[config.mk]
export PLATFORM = sky130hd
export DESIGN_NAME = interval_timer
export DESIGN_NICKNAME = d
export VERILOG_FILES = /design/src/rtl/tmr_pkg.sv /design/src/rtl/tmr_addr_dec.sv /design/src/rtl/tmr_count_core.sv /design/src/rtl/tmr_read_mux.sv /design/src/rtl/interval_timer.sv
export SDC_FILE = /design/constraint.sdc
export NUM_CORES = 1
export LEC_CHECK = 0
export BUFFER_PORTS_ARGS = -buffer_cell sky130_fd_sc_hd__buf_2
export CAP_MARGIN = 20
export CORE_MARGIN = 2
export CORE_UTILIZATION = 25
export CTS_CLUSTER_SIZE = 10
export DETAILED_ROUTE_END_ITERATION = 16
export GPL_TIMING_DRIVEN = 0
export PLACE_DENSITY = 0.38
export SLEW_MARGIN = 20
export SYNTH_ARGS = -nofsm -noshare
export SYNTH_HDL_FRONTEND = slang
export SYNTH_SLANG_ARGS = --single-unit
[constraint.sdc]
create_clock -name clk -period 2.94 [get_ports clk]
set_input_delay 0.441 -clock clk [delete_from_list [all_inputs] [get_ports clk]]
set_output_delay 0.441 -clock clk [all_outputs]
set_load 0.005 [all_outputs]
[src/rtl/tmr_pkg.sv]
`timescale 1ns/1ps
package tmr_pkg;
   localparam int IDX_W = 3;

   typedef enum logic [IDX_W-1:0] {
      IX_LIMIT = 3'd0,
      IX_COUNT = 3'd1,
      IX_RSV2  = 3'd2,
      IX_RUN   = 3'd3,
      IX_MODE  = 3'd4,
      IX_RSV5  = 3'd5,
      IX_RSV6  = 3'd6,
      IX_RSV7  = 3'd7
   } reg_ix_e;

   typedef struct packed {
      logic wr_lim_clr;   // load limit, clear count
      logic wr_lim_keep;  // load limit, keep count
      logic wr_run;       // start/stop control write
      logic wr_mode;      // mode select write
      logic rd_lim;       // limit read (acknowledge)
   } tmr_ctl_t;
endpackage

[src/rtl/tmr_addr_dec.sv]
`timescale 1ns/1ps
module tmr_addr_dec
   import tmr_pkg::*;
#(
   parameter int ADDR_W = 5
) (
   input  logic              sel,
   input  logic              wr,
   input  logic [ADDR_W-1:0] addr,
   output reg_ix_e           ix,
   output tmr_ctl_t          ctl
);
   if (ADDR_W - 2 != IDX_W) begin : g_bad_addr_w
      $error("tmr_addr_dec: ADDR_W must give exactly IDX_W index bits");
   end

   logic unused_addr_bits;
   assign unused_addr_bits = ^addr[1:0];

   assign ix = reg_ix_e'(addr[ADDR_W-1:2]);

   always_comb begin
      ctl             = '0;
      ctl.wr_lim_clr  = sel &&  wr && (ix == IX_LIMIT);
      ctl.wr_lim_keep = sel &&  wr && (ix == IX_COUNT);
      ctl.wr_run      = sel &&  wr && (ix == IX_RUN);
      ctl.wr_mode     = sel &&  wr && (ix == IX_MODE);
      ctl.rd_lim      = sel && !wr && (ix == IX_LIMIT);
   end
endmodule

[src/rtl/tmr_count_core.sv]
`timescale 1ns/1ps
module tmr_count_core
   import tmr_pkg::*;
#(
   parameter int DATA_W  = 32,
   parameter int CNT_LSB = 9,
   parameter int LIM_W   = 22,
   parameter int UCNT_W  = 54,
   parameter bit IS_PROC = 1'b1
) (
   input  logic              clk,
   input  logic              rst_n,
   input  logic              tick_en,
   input  tmr_ctl_t          ctl,
   input  logic [DATA_W-1:0] wdata,
   output logic [UCNT_W-1:0] ucnt,
   output logic [LIM_W-1:0]  lim,
   output logic              reached,
   output logic              irq,
   output logic              user_mode,
   output logic              stopped
);
   localparam int HI_W = UCNT_W - LIM_W;

   if (LIM_W + CNT_LSB + 1 != DATA_W) begin : g_bad_lim_w
      $error("tmr_count_core: LIM_W + CNT_LSB + 1 must equal DATA_W");
   end
   if (HI_W < 1) begin : g_bad_ucnt_w
      $error("tmr_count_core: user counter must be wider than the limit");
   end

   // limit from write data: keep the count field, zero means maximum
   logic [LIM_W-1:0] lim_field, lim_new;
   logic             unused_wdata_bits;
   assign lim_field = wdata[DATA_W-2:CNT_LSB];
   assign lim_new   = (lim_field == '0) ? '1 : lim_field;
   assign unused_wdata_bits = ^{wdata[DATA_W-1], wdata[CNT_LSB-1:1]};

   // mode write acceptance depends on the instance kind
   logic mode_wr;
   if (IS_PROC) begin : g_proc
      assign mode_wr = ctl.wr_mode;
   end else begin : g_fixed
      assign mode_wr = 1'b0;
   end

   logic [LIM_W:0] sys_inc;
   logic           hit;
   assign sys_inc = {1'b0, ucnt[LIM_W-1:0]} + 1'b1;
   assign hit     = tick_en && !user_mode && !ctl.wr_lim_clr && !mode_wr
                    && (sys_inc >= {1'b0, lim});

   always_ff @(posedge clk) begin
      if (!rst_n) begin
         ucnt      <= '0;
         lim       <= '1;
         reached   <= 1'b0;
         irq       <= 1'b0;
         user_mode <= 1'b0;
         stopped   <= 1'b0;
      end else begin
         // counter
         if (ctl.wr_lim_clr || mode_wr) begin
            ucnt <= '0;
         end else if (tick_en) begin
            if (user_mode) begin
               if (!stopped) ucnt <= ucnt + 1'b1;
            end else if (hit) begin
               ucnt <= '0;
            end else begin
               ucnt <= {{HI_W{1'b0}}, sys_inc[LIM_W-1:0]};
            end
         end
         // limit
         if (ctl.wr_lim_clr || ctl.wr_lim_keep) lim <= lim_new;
         // sticky flag
         if (mode_wr)                           reached <= 1'b0;
         else if (hit)                          reached <= 1'b1;
         else if (ctl.rd_lim && !user_mode)     reached <= 1'b0;
         // interrupt
         if (mode_wr || ctl.wr_lim_clr)         irq <= 1'b0;
         else if (hit)                          irq <= 1'b1;
         else if (ctl.rd_lim && !user_mode)     irq <= 1'b0;
         // run control and mode
         if (ctl.wr_run) stopped   <= !wdata[0];
         if (mode_wr)    user_mode <= wdata[0];
      end
   end
endmodule

[src/rtl/tmr_read_mux.sv]
`timescale 1ns/1ps
module tmr_read_mux
   import tmr_pkg::*;
#(
   parameter int DATA_W  = 32,
   parameter int CNT_LSB = 9,
   parameter int LIM_W   = 22,
   parameter int UCNT_W  = 54
) (
   input  reg_ix_e           ix,
   input  logic              user_mode,
   input  logic              stopped,
   input  logic              reached,
   input  logic [LIM_W-1:0]  lim,
   input  logic [UCNT_W-1:0] ucnt,
   output logic [DATA_W-1:0] rval
);
   localparam int USR_W = UCNT_W + CNT_LSB;

   logic [USR_W-1:0]  uval;
   logic [DATA_W-1:0] u_hi, u_lo, s_lim, s_cnt;

   assign uval  = {ucnt, {CNT_LSB{1'b0}}};
   assign u_hi  = DATA_W'(uval >> DATA_W) & {1'b0, {(DATA_W-1){1'b1}}};
   assign u_lo  = uval[DATA_W-1:0];
   assign s_lim = {1'b0, lim, {CNT_LSB{1'b0}}};
   assign s_cnt = {reached, ucnt[LIM_W-1:0], {CNT_LSB{1'b0}}};

   always_comb begin
      unique case (ix)
         IX_LIMIT: rval = user_mode ? u_hi : s_lim;
         IX_COUNT: rval = user_mode ? u_lo : s_cnt;
         IX_RUN:   rval = {{(DATA_W-1){1'b0}}, stopped};
         IX_MODE:  rval = {{(DATA_W-1){1'b0}}, user_mode};
         default:  rval = '0;
      endcase
   end
endmodule

[src/rtl/interval_timer.sv]
`timescale 1ns/1ps
module interval_timer
   import tmr_pkg::*;
#(
   parameter int DATA_W  = 32,
   parameter int ADDR_W  = 5,
   parameter int CNT_LSB = 9,
   parameter int SYS_W   = 31,
   parameter int USR_W   = 63,
   parameter bit IS_PROC = 1'b1
) (
   input  logic              clk,
   input  logic              rst_n,
   input  logic              tick_en,
   input  logic              bus_sel,
   input  logic              bus_wr,
   input  logic [ADDR_W-1:0] bus_addr,
   input  logic [DATA_W-1:0] bus_wdata,
   output logic [DATA_W-1:0] bus_rdata,
   output logic              irq
);
   localparam int LIM_W  = SYS_W - CNT_LSB;
   localparam int UCNT_W = USR_W - CNT_LSB;

   if (SYS_W + 1 != DATA_W) begin : g_bad_sys_w
      $error("interval_timer: SYS_W must be DATA_W-1");
   end
   if (USR_W > 2*DATA_W - 1 || USR_W <= SYS_W) begin : g_bad_usr_w
      $error("interval_timer: USR_W out of range");
   end

   reg_ix_e           ix;
   tmr_ctl_t          ctl;
   logic [UCNT_W-1:0] ucnt_q;
   logic [LIM_W-1:0]  lim_q;
   logic              reached_q, user_mode_q, stopped_q;
   logic [DATA_W-1:0] rval;

   tmr_addr_dec #(.ADDR_W(ADDR_W)) u_dec (
      .sel (bus_sel), .wr (bus_wr), .addr (bus_addr), .ix (ix), .ctl (ctl)
   );

   tmr_count_core #(
      .DATA_W (DATA_W), .CNT_LSB (CNT_LSB), .LIM_W (LIM_W),
      .UCNT_W (UCNT_W), .IS_PROC (IS_PROC)
   ) u_core (
      .clk (clk), .rst_n (rst_n), .tick_en (tick_en), .ctl (ctl),
      .wdata (bus_wdata), .ucnt (ucnt_q), .lim (lim_q),
      .reached (reached_q), .irq (irq), .user_mode (user_mode_q),
      .stopped (stopped_q)
   );

   tmr_read_mux #(
      .DATA_W (DATA_W), .CNT_LSB (CNT_LSB), .LIM_W (LIM_W), .UCNT_W (UCNT_W)
   ) u_rmux (
      .ix (ix), .user_mode (user_mode_q), .stopped (stopped_q),
      .reached (reached_q), .lim (lim_q), .ucnt (ucnt_q), .rval (rval)
   );

   always_ff @(posedge clk) begin
      if (!rst_n)                 bus_rdata <= '0;
      else if (bus_sel && !bus_wr) bus_rdata <= rval;
   end
endmodule

After elaboration in Yosys (flattened, before gate mapping)
Cells that the tools add are included.
Widths: inputs -> output; s select.
- register bits: 112
- bits in latches: 0
- memory bits (writable): 0
- memory bits (read-only): 0
- bits of input ports: 42
- output and inout port bits: 33
- logic and storage cells: 49
- memories kept: 0
- $add $sub $neg: 2
- multipliers: 0
- divide/modulo/power cells: 0
- magnitude comparators: 1
- equal/unequal tests: 4
- shift-type cells: 0
- mux-type cells: 9
- bitwise operators: 1
- reduce and logical (&&, ||, !) cells: 25
- operator list (kind ; number):
    $pmux 32 s4 ; 1
    $mux 54 ; 2
    $add 54x1->54 const B ; 1
    $mux 22 ; 2
    $mux 32 ; 1
    $mux 31 ; 1
    $add 22x1->23 const B ; 1
    $ge 23x22->1 ; 1
    $logic_not 22->1 ; 1
    $logic_and 1x1->1 ; 12
    $logic_not 1->1 ; 5
    $reduce_or 2->1 ; 2
    $eq 3x1->1 const B ; 1
    $eq 3x2->1 const B ; 1
    $eq 3x3->1 const B ; 1
    $logic_not 3->1 ; 1
    $logic_or 1x1->1 ; 2
    $mux 1 ; 2
    $ne 2x2->1 const B ; 1
    $reduce_and 2->1 ; 1
    $reduce_bool 2->1 ; 1
    $not 1->1 ; 1

Logic depth before layout (Yosys ltp)
Gate-level depths: netlist (run 1).
- depth in word-level cells: 8
- depth in mapped cells: 16
- mapped depth without buffers: 13

Cells and area by module
From an unflattened synthesis (run 1), not the netlist that was laid out.
- cell total of the unflattened synthesis: 721
- area, all modules: 6226.0 um2
- by module, submodules not included (module ; instances ; cells an instance ; area each (um2) ; sequential area each (um2)):
    tmr_count_core ; 1 ; 502 ; 4220.3 ; 1601.5
    interval_timer ; 1 ; 140 ; 1323.8 ; 640.6
    tmr_read_mux ; 1 ; 68 ; 594.3 ; 0.0
    tmr_addr_dec ; 1 ; 11 ; 87.6 ; 0.0

Worst setup path before layout (run 1)
OpenSTA, ideal clock, no wires.
- kind: reg-to-reg
- start: register u_core.ucnt[0]
- end: register u_core.ucnt[0]
- setup time: 131 ps
- data arrival time: 3059 ps
- required time: 2809 ps
- path slack: -250 ps
- cell stages (with the launch flop): 16
- path buffers: 2
- clock period less this slack: 3190 ps
- cell sequence: dfxtp_1 -> ha_1 -> and3_1 -> nand3_1 -> nor2_1 -> nand3_1 -> xnor2_1 -> ha_1 -> nand4_1 -> nor3_1 -> a2bb2oi_1 -> a21oi_1 -> o211a_1 -> buf_4 -> buf_2 -> o22ai_1
- cells in the longest elaborated chain, start to end: 5
- elaborated cells on any way between the ends: 7
- those cells by class: 2 x add/sub; 1 x order compare; 3 x mux; 1 x reduce/logical
- RTL lines (element ; line ; source):
    from (decl) ; tmr_count_core.sv:16 ; output logic [UCNT_W-1:0] ucnt,
    from (signal assigned) ; tmr_count_core.sv:67 ; if (!stopped) ucnt <= ucnt + 1'b1;
    from (signal assigned) ; tmr_count_core.sv:71 ; ucnt <= {{HI_W{1'b0}}, sys_inc[LIM_W-1:0]};
    $add 22x1->23 ; tmr_count_core.sv:49 ; assign sys_inc = {1'b0, ucnt[LIM_W-1:0]} + 1'b1;
    $ge 23x22->1 ; tmr_count_core.sv:51 ; && (sys_inc >= {1'b0, lim});
    $logic_and 1x1->1 ; tmr_count_core.sv:51 ;
    $mux 22 ; tmr_count_core.sv:68 ; end else if (hit) begin
    $mux 54 (*) ; tmr_count_core.sv:66 ; if (user_mode) begin
Mark *: on every way between the ends. The rest lies on a longest branch, timed or not. The select of a mux whose other input is x is not followed.
A chain may end at the register's enable or synchronous reset.

Worst setup path in the final report (run 1)
- start: register u_core.ucnt[0]
- end: register u_core.ucnt[1]
The elaborated chain is that of the path after synthesis.

==> flow_summary.yaml, run 1 <==
sta:
  relSlewSlack: 0.392
  setup_viol: 22
  hold_violations: 0
  timing.hold.ws_ns: 0.309
  drv_slew: 0
  fin_crit_sh: 1.02
  timing.fmax_mhz: 333
  grt_setup_unrepaired: "yes"
  period_minus_slack_ns: 3.01
  setup_ws_ns: -0.0651
  worst_slew_pin_slew_ns: 0.900
  tns_ns: -0.802
  fin_worst_skew_ns: 0.0104
worst_hold_path:
  hold_path_end: "u_core.lim[17]$_SDFFE_PN1P_"
  hp-start: "bus_wdata[26]"
  hp-class: "in -> reg"
  holdPathStages: 3
finish:
  fillers: 2675
  fin_area_um2: 7630
  final_nets: 878
  drive_gt1_frac: 0.244
  diodes: 0
  fin_cells: 1142
  area_growth_pct: 25.3
  final_util: 0.316
global_routing:
  gr-total-overflow: 0
  antenna_found_initial: 0
  grt_pass1_wl_um: 31400
  grt_pass1_vias: 5271
  grt_max_degree: 21
  grt_use_total: 0.160
synthesis:
  syn_inst: 720
  synth_nets: 785
  synth_largest_area_cell: "dfxtp_1"
  synth_top_family_by_area: "simple AND/OR/NAND/NOR gates"
  synth_mux_area_frac: 0.0413
  synth_fa_ha_area_frac: 0.0473
  yosysMostFrequentCell: "dfxtp_1"
  synth-compound-area-share: 0.127
  syn_area_um2: 6090
  yosysSeqAreaShare: 0.368
  synth_top_area_share: 0.368
  synth_edf_count: 0
  netlist_top_cells_count: "dfxtp_1, nand2_1, nor2_1"
  yosys-top-cells-area: "dfxtp_1, xnor2_1, nand2_1"
  yosys.area_share.simple: 0.264
  ys_warn_count: 0
  synth_area_per_cell_um2: 8.45
  synth_xor_area_frac: 0.0921
  ys_ff_latch: 112
  ys.flop_type: "dfxtp_1"
  synthArstFlopShare: 0
  yosysUniqueCellTypes: 59
floorplan:
  die_y_um: 160
  ios: 75
  coreArea_um2: 24100
  dieArea_um2: 25600
  die_width_um: 160
  start_util: 0.252
  rows: 57
clocking:
  cts_buffers: 9
  cts_buffer_depth: 2
  root_buffer: "clkbuf_16"
  holdBufCountCts: 0
  clk-insertion-delay-late_ns: 0.36
  cts.sinks: 112
  clk_pin_slew_ns: 0.08
  htreeDepth: 3
  cts_tree: "done"
critical_path:
  crit_path_end_kind: "register"
  reg2reg_to: "u_core.ucnt[1]$_SDFFE_PP0P_"
  path_max_fanout: 6
  r2r_setup_slack_ns: -0.07
  r2r_start: "u_core.ucnt[0]$_SDFFE_PP0P_"
  worstRegToRegCells: 14
  crit_required_ns: 3.21
  crit_type: "reg -> reg"
  startpoint_type: "register"
  critPathArrivalTime_ns: 3.28
run:
  cap_viol_max_count: 0
placement:
  placed_cells: 1107
  place_area_um2: 6840
  place.gp.congestion: 0.823
  place_ws_ns: -0.791
  hpwl_um: 15600
  port_buffers: 63
route:
  via_count: 5335
  dr.first_iter.drc_count: 316
  viasPerCell: 4.67
  route.detailed.drc: 0
  ant_nets: 0
  dr.pass1.iters: 4
  detail_route.wl_per_cell_um: 17.9
  totalWireLength_um: 20400
pwr:
  switchingPower_mw: 0.807
  clkPwrFrac: 0.450
  combPwrFrac: 0.065
  p_int_mw: 2.37
  finalPower_mw: 3.17
  p_sw_frac: 0.254
  p_seq_frac: 0.485
  p_leak_nw: 3.04
  ir_drop_v: 0.000279
  p_per_area_nw_per_um2: 416
outcome:
  outcome: "finished with violations"
  violations: "setup timing"
## logic make-up after synthesis
group,Yosys count
DFF,112
and+or+nand+nor,294
adders and majority gates,23
xor gates and xnor gates,64
AOI/OAI and AO/OA,119
muxes,25
buffers and inverters,83
## power groups by stage
stage                     Clock, mW  Combinational [mW]  Sequential [mW]
final                          1.43               0.207             1.54
after detailed placement          0               0.198             1.58
after global placement            0               0.200             1.58
after floorplan                   0               0.108             1.57
after CTS                      1.48               0.203             1.54
after global routing           1.54               0.228             1.54
## routing by layer
metal / share of wire / track usage / wire, um
met1: 0.50 / 0.231 / 10200
met2: 0.45 / 0.250 / 9120
met3: 0.046 / 0.0294 / 937
met4: 0.0069 / 0.0270 / 140
met5: 0 / 0 / 0
## flip-flops by register name (all words and copies together), names as in the netlist
| name | flops |
|---|---|
| u_core.user_mode | 1 |
| bus_rdata | 32 |
| u_core.ucnt | 54 |
| u_core.reached | 1 |
| u_core.lim | 22 |
| u_core.stopped | 1 |
| u_core.irq | 1 |
## worst max-delay path by stage
stage	start	to	slack, ns
global placement	u_core.ucnt[0]$_SDFFE_PP0P_	u_core.ucnt[15]$_SDFFE_PP0P_	-0.81
global route	u_core.ucnt[0]$_SDFFE_PP0P_	u_core.ucnt[13]$_SDFFE_PP0P_	-0.22
floorplan	u_core.ucnt[7]$_SDFFE_PP0P_	u_core.ucnt[0]$_SDFFE_PP0P_	0.04
detailed placement	u_core.ucnt[0]$_SDFFE_PP0P_	u_core.ucnt[15]$_SDFFE_PP0P_	-0.79
finish	u_core.ucnt[0]$_SDFFE_PP0P_	u_core.ucnt[1]$_SDFFE_PP0P_	-0.07
CTS	u_core.ucnt[0]$_SDFFE_PP0P_	u_core.ucnt[11]$_SDFFE_PP0P_	-0.16
## worst max-delay path, cell delays in order, from the launching register on
cell,delay [ns]
dfxtp_4,0.39
and3_4,0.22
nand4_1,0.21
nor3_4,0.20
and3_4,0.21
xor2_2,0.18
ha_1,0.26
nand4_1,0.20
buf_4,0.15
a2bb2oi_2,0.14
a21oi_2,0.08
o211a_1,0.22
buf_6,0.14
buf_4,0.14
nor3_1,0.17
## cells in the final DEF, fill, tap and decap left out, types with 3 or more instances in the layout
cell type / n
xnor2_2: 4
nor3_2: 22
buf_2: 68
dfxtp_1: 98
o22ai_1: 22
nor4_1: 7
ha_1: 21
a21oi_1: 9
and3_1: 5
a21o_1: 3
or3_1: 4
a21oi_2: 4
buf_4: 25
buf_6: 7
a22oi_1: 23
nand3_4: 3
nand2_1: 85
clkbuf_16: 10
nand4_4: 3
nor2_1: 47
nor2b_1: 28
buf_1: 3
a32o_1: 3
a21boi_0: 9
nor4_4: 4
o21ai_0: 30
nand4_1: 12
mux2i_1: 24
nand3_1: 29
xor2_1: 20
nor3_1: 17
dfxtp_2: 11
clkbuf_1: 25
dfxtp_4: 3
inv_1: 34
and3_4: 3
xnor2_1: 39
## final cells by class
type                       instances  area (um2)  area share
sequential                       112        2270       0.297
inverter                          34         128      0.0167
multi-input combinational        525        3720       0.488
tap                              324         405      0.0531
buffer                            44         254      0.0333
clock buffer                       9         225      0.0295
timing repair buffer              87         517      0.0677
clock inverter                     7         109      0.0143
## what timing repair did
action                                  CTS  global route
setup buffers                            15             9
gates cloned                              0             1
endpoints found under the setup margin   24            24
resized for setup                        35            39
pin swaps                                 9            25
Note: power is estimated with default switching activity, not from simulation.
==> run 2: changes to the inputs <==
--- a/config.mk
+++ b/config.mk
@@ -13,6 +13,7 @@
 export DETAILED_ROUTE_END_ITERATION = 16
 export GPL_TIMING_DRIVEN = 0
 export PLACE_DENSITY = 0.38
+export SKIP_CTS_REPAIR_TIMING = 1
 export SLEW_MARGIN = 20
 export SYNTH_ARGS = -nofsm -noshare
 export SYNTH_HDL_FRONTEND = slang
==> flow_summary.yaml, run 2 (synthesized netlist as in run 1, its figures left out) <==
clocking:
  clk-insertion-delay-late_ns: 0.36
  cts.sinks: 112
  cts_tree: "done"
  cts_buffers: 9
  clk_pin_slew_ns: 0.08
  root_buffer: "clkbuf_16"
  htreeDepth: 3
  cts_buffer_depth: 2
finish:
  final_common_cell: "dfxtp_1"
  drive_gt1_frac: 0.240
  reg_top3: "u_core.ucnt (54), bus_rdata (32), u_core.lim (22)"
  diodes: 0
  final_nets: 881
  multiInputGateArea_um2: 3690
  top_register: "u_core.ucnt"
  register_area_um2: 2260
  fillers: 2672
  largest_reg_flops: 54
  final_cell_mix: "dfxtp_1, nand2_1, buf_2"
  area_growth_pct: 24.9
run:
  cap_viol_max_count: 0
critical_path:
  path_max_fanout: 7
  reg2reg_to: "u_core.ucnt[1]$_SDFFE_PP0P_"
  worstRegToRegCells: 15
  critPathArrivalTime_ns: 3.42
  worstSetupStartpoint: "u_core.ucnt[0]$_SDFFE_PP0P_"
  r2r_setup_slack_ns: -0.21
  startpoint_type: "register"
  crit_type: "reg -> reg"
  crit_path_end_kind: "register"
  crit_path_end: "u_core.ucnt[1]$_SDFFE_PP0P_"
  crit_required_ns: 3.21
  r2r_start: "u_core.ucnt[0]$_SDFFE_PP0P_"
global_routing:
  grt_max_degree: 21
  grt_pass1_vias: 5161
  grt_use_total: 0.158
  grt_pass1_wl_um: 31000
  antenna_found_initial: 0
  gr-total-overflow: 0
floorplan:
  coreArea_um2: 24100
  die_width_um: 160
  die_y_um: 160
  start_util: 0.252
  rows: 57
  dieArea_um2: 25600
  ios: 75
sta:
  fin_crit_sh: 1.07
  period_minus_slack_ns: 3.15
  hold_violations: 0
  timing.fmax_mhz: 318
  relSlewSlack: 0.409
  fin_worst_skew_ns: 0.0106
  setup_ws_ns: -0.208
  grt_setup_unrepaired: "yes"
  worst_slew_pin_slew_ns: 0.875
  timing.hold.ws_ns: 0.312
  drv_slew: 0
  setup_viol: 24
  tns_ns: -3.48
outcome:
  outcome: "finished with violations"
  violations: "setup timing"
route:
  totalWireLength_um: 20400
  viasPerCell: 4.64
  dr.first_iter.drc_count: 294
  via_count: 5314
  route.detailed.drc: 0
  ant_nets: 0
  dr.pass1.iters: 4
  detail_route.wl_per_cell_um: 17.8
placement:
  port_buffers: 63
  place_ws_ns: -0.791
  place.gp.congestion: 0.823
  hpwl_um: 15600
pwr:
  ir_drop_v: 0.000279
  p_leak_nw: 3.07
  finalPower_mw: 3.16
  p_per_area_nw_per_um2: 416
worst_hold_path:
  hp-class: "in -> reg"
[run 2: changes by cell type in the layout (fill, tap and decap cells not counted), sizes merged]
cell | previous run | this run
buf | 104 | 106
clkbuf | 36 | 37
[run 2: critical path, cell delays in order (launching register included)]
cell and delay [ns]:
dfxtp_4 0.38, ha_2 0.20, and3_4 0.22, nand3_4 0.11
nor2_4 0.23, buf_4 0.14, nand3_1 0.10, xnor2_2 0.19
ha_1 0.33, a21o_1 0.18, a21oi_2 0.18, nand3_2 0.10
o211a_1 0.25, buf_4 0.16, buf_4 0.13, nor3_1 0.17
[run 2: cell type report]
cell class	instances	area share
Clock inverter	7	0.0143
Tap cell	324	0.0533
Timing Repair Buffer	89	0.0711
Inverter	34	0.0168
Clock buffer	9	0.0296
Buffer	45	0.0323
Multi-Input combinational cell	525	0.485
Sequential cell	112	0.297
[run 2: how the worst min path moves through the flow]
stage | slack [ns] | start | cells past startpoint | endpoint
after CTS | 0.29 | bus_wdata[26] | 3 | u_core.lim[17]$_SDFFE_PN1P_
after global placement | 0.45 | bus_rdata[31]$_SDFFE_PN0P_ | 2 | bus_rdata[31]$_SDFFE_PN0P_
final | 0.31 | bus_wdata[26] | 3 | u_core.lim[17]$_SDFFE_PN1P_
after detailed placement | 0.46 | bus_rdata[31]$_SDFFE_PN0P_ | 2 | bus_rdata[31]$_SDFFE_PN0P_
after floorplan | 0.44 | u_core.reached$_SDFFE_PP0P_ | 2 | u_core.reached$_SDFFE_PP0P_
after global routing | 0.31 | bus_wdata[24] | 3 | u_core.lim[15]$_SDFFE_PN1P_
[run 2: per-stage QoR]
step           instances  instance area (um2)   util
2_1_floorplan        720                 6120      -
3_3_place_gp        1107                 6840  0.284
3_5_place_dp        1107                 6840  0.284
4_1_cts             1123                 7170  0.298
5_1_grt             1145                 7600  0.315
6_report            1145                 7600  0.315
[run 2: layer usage]
metal	part of all wire	track usage	wire (um)	vias to the layer above
li1	-	-	-	2690
met3	0.055	0.0294	1130	6
met1	0.49	0.230	10000	2512
met2	0.45	0.246	9120	106
met4	0.0046	0.0258	94	0
met5	0	0	0	-
[run 2: where the power goes]
group | internal, mW | leakage (nW) | switching [mW] | total (mW)
Clock | 0.768 | 0.164 | 0.652 | 1.42
Combinational | 0.0690 | 1.99 | 0.134 | 0.203
Sequential | 1.53 | 0.910 | 0.0115 | 1.54
Total | 2.36 | 3.07 | 0.797 | 3.16
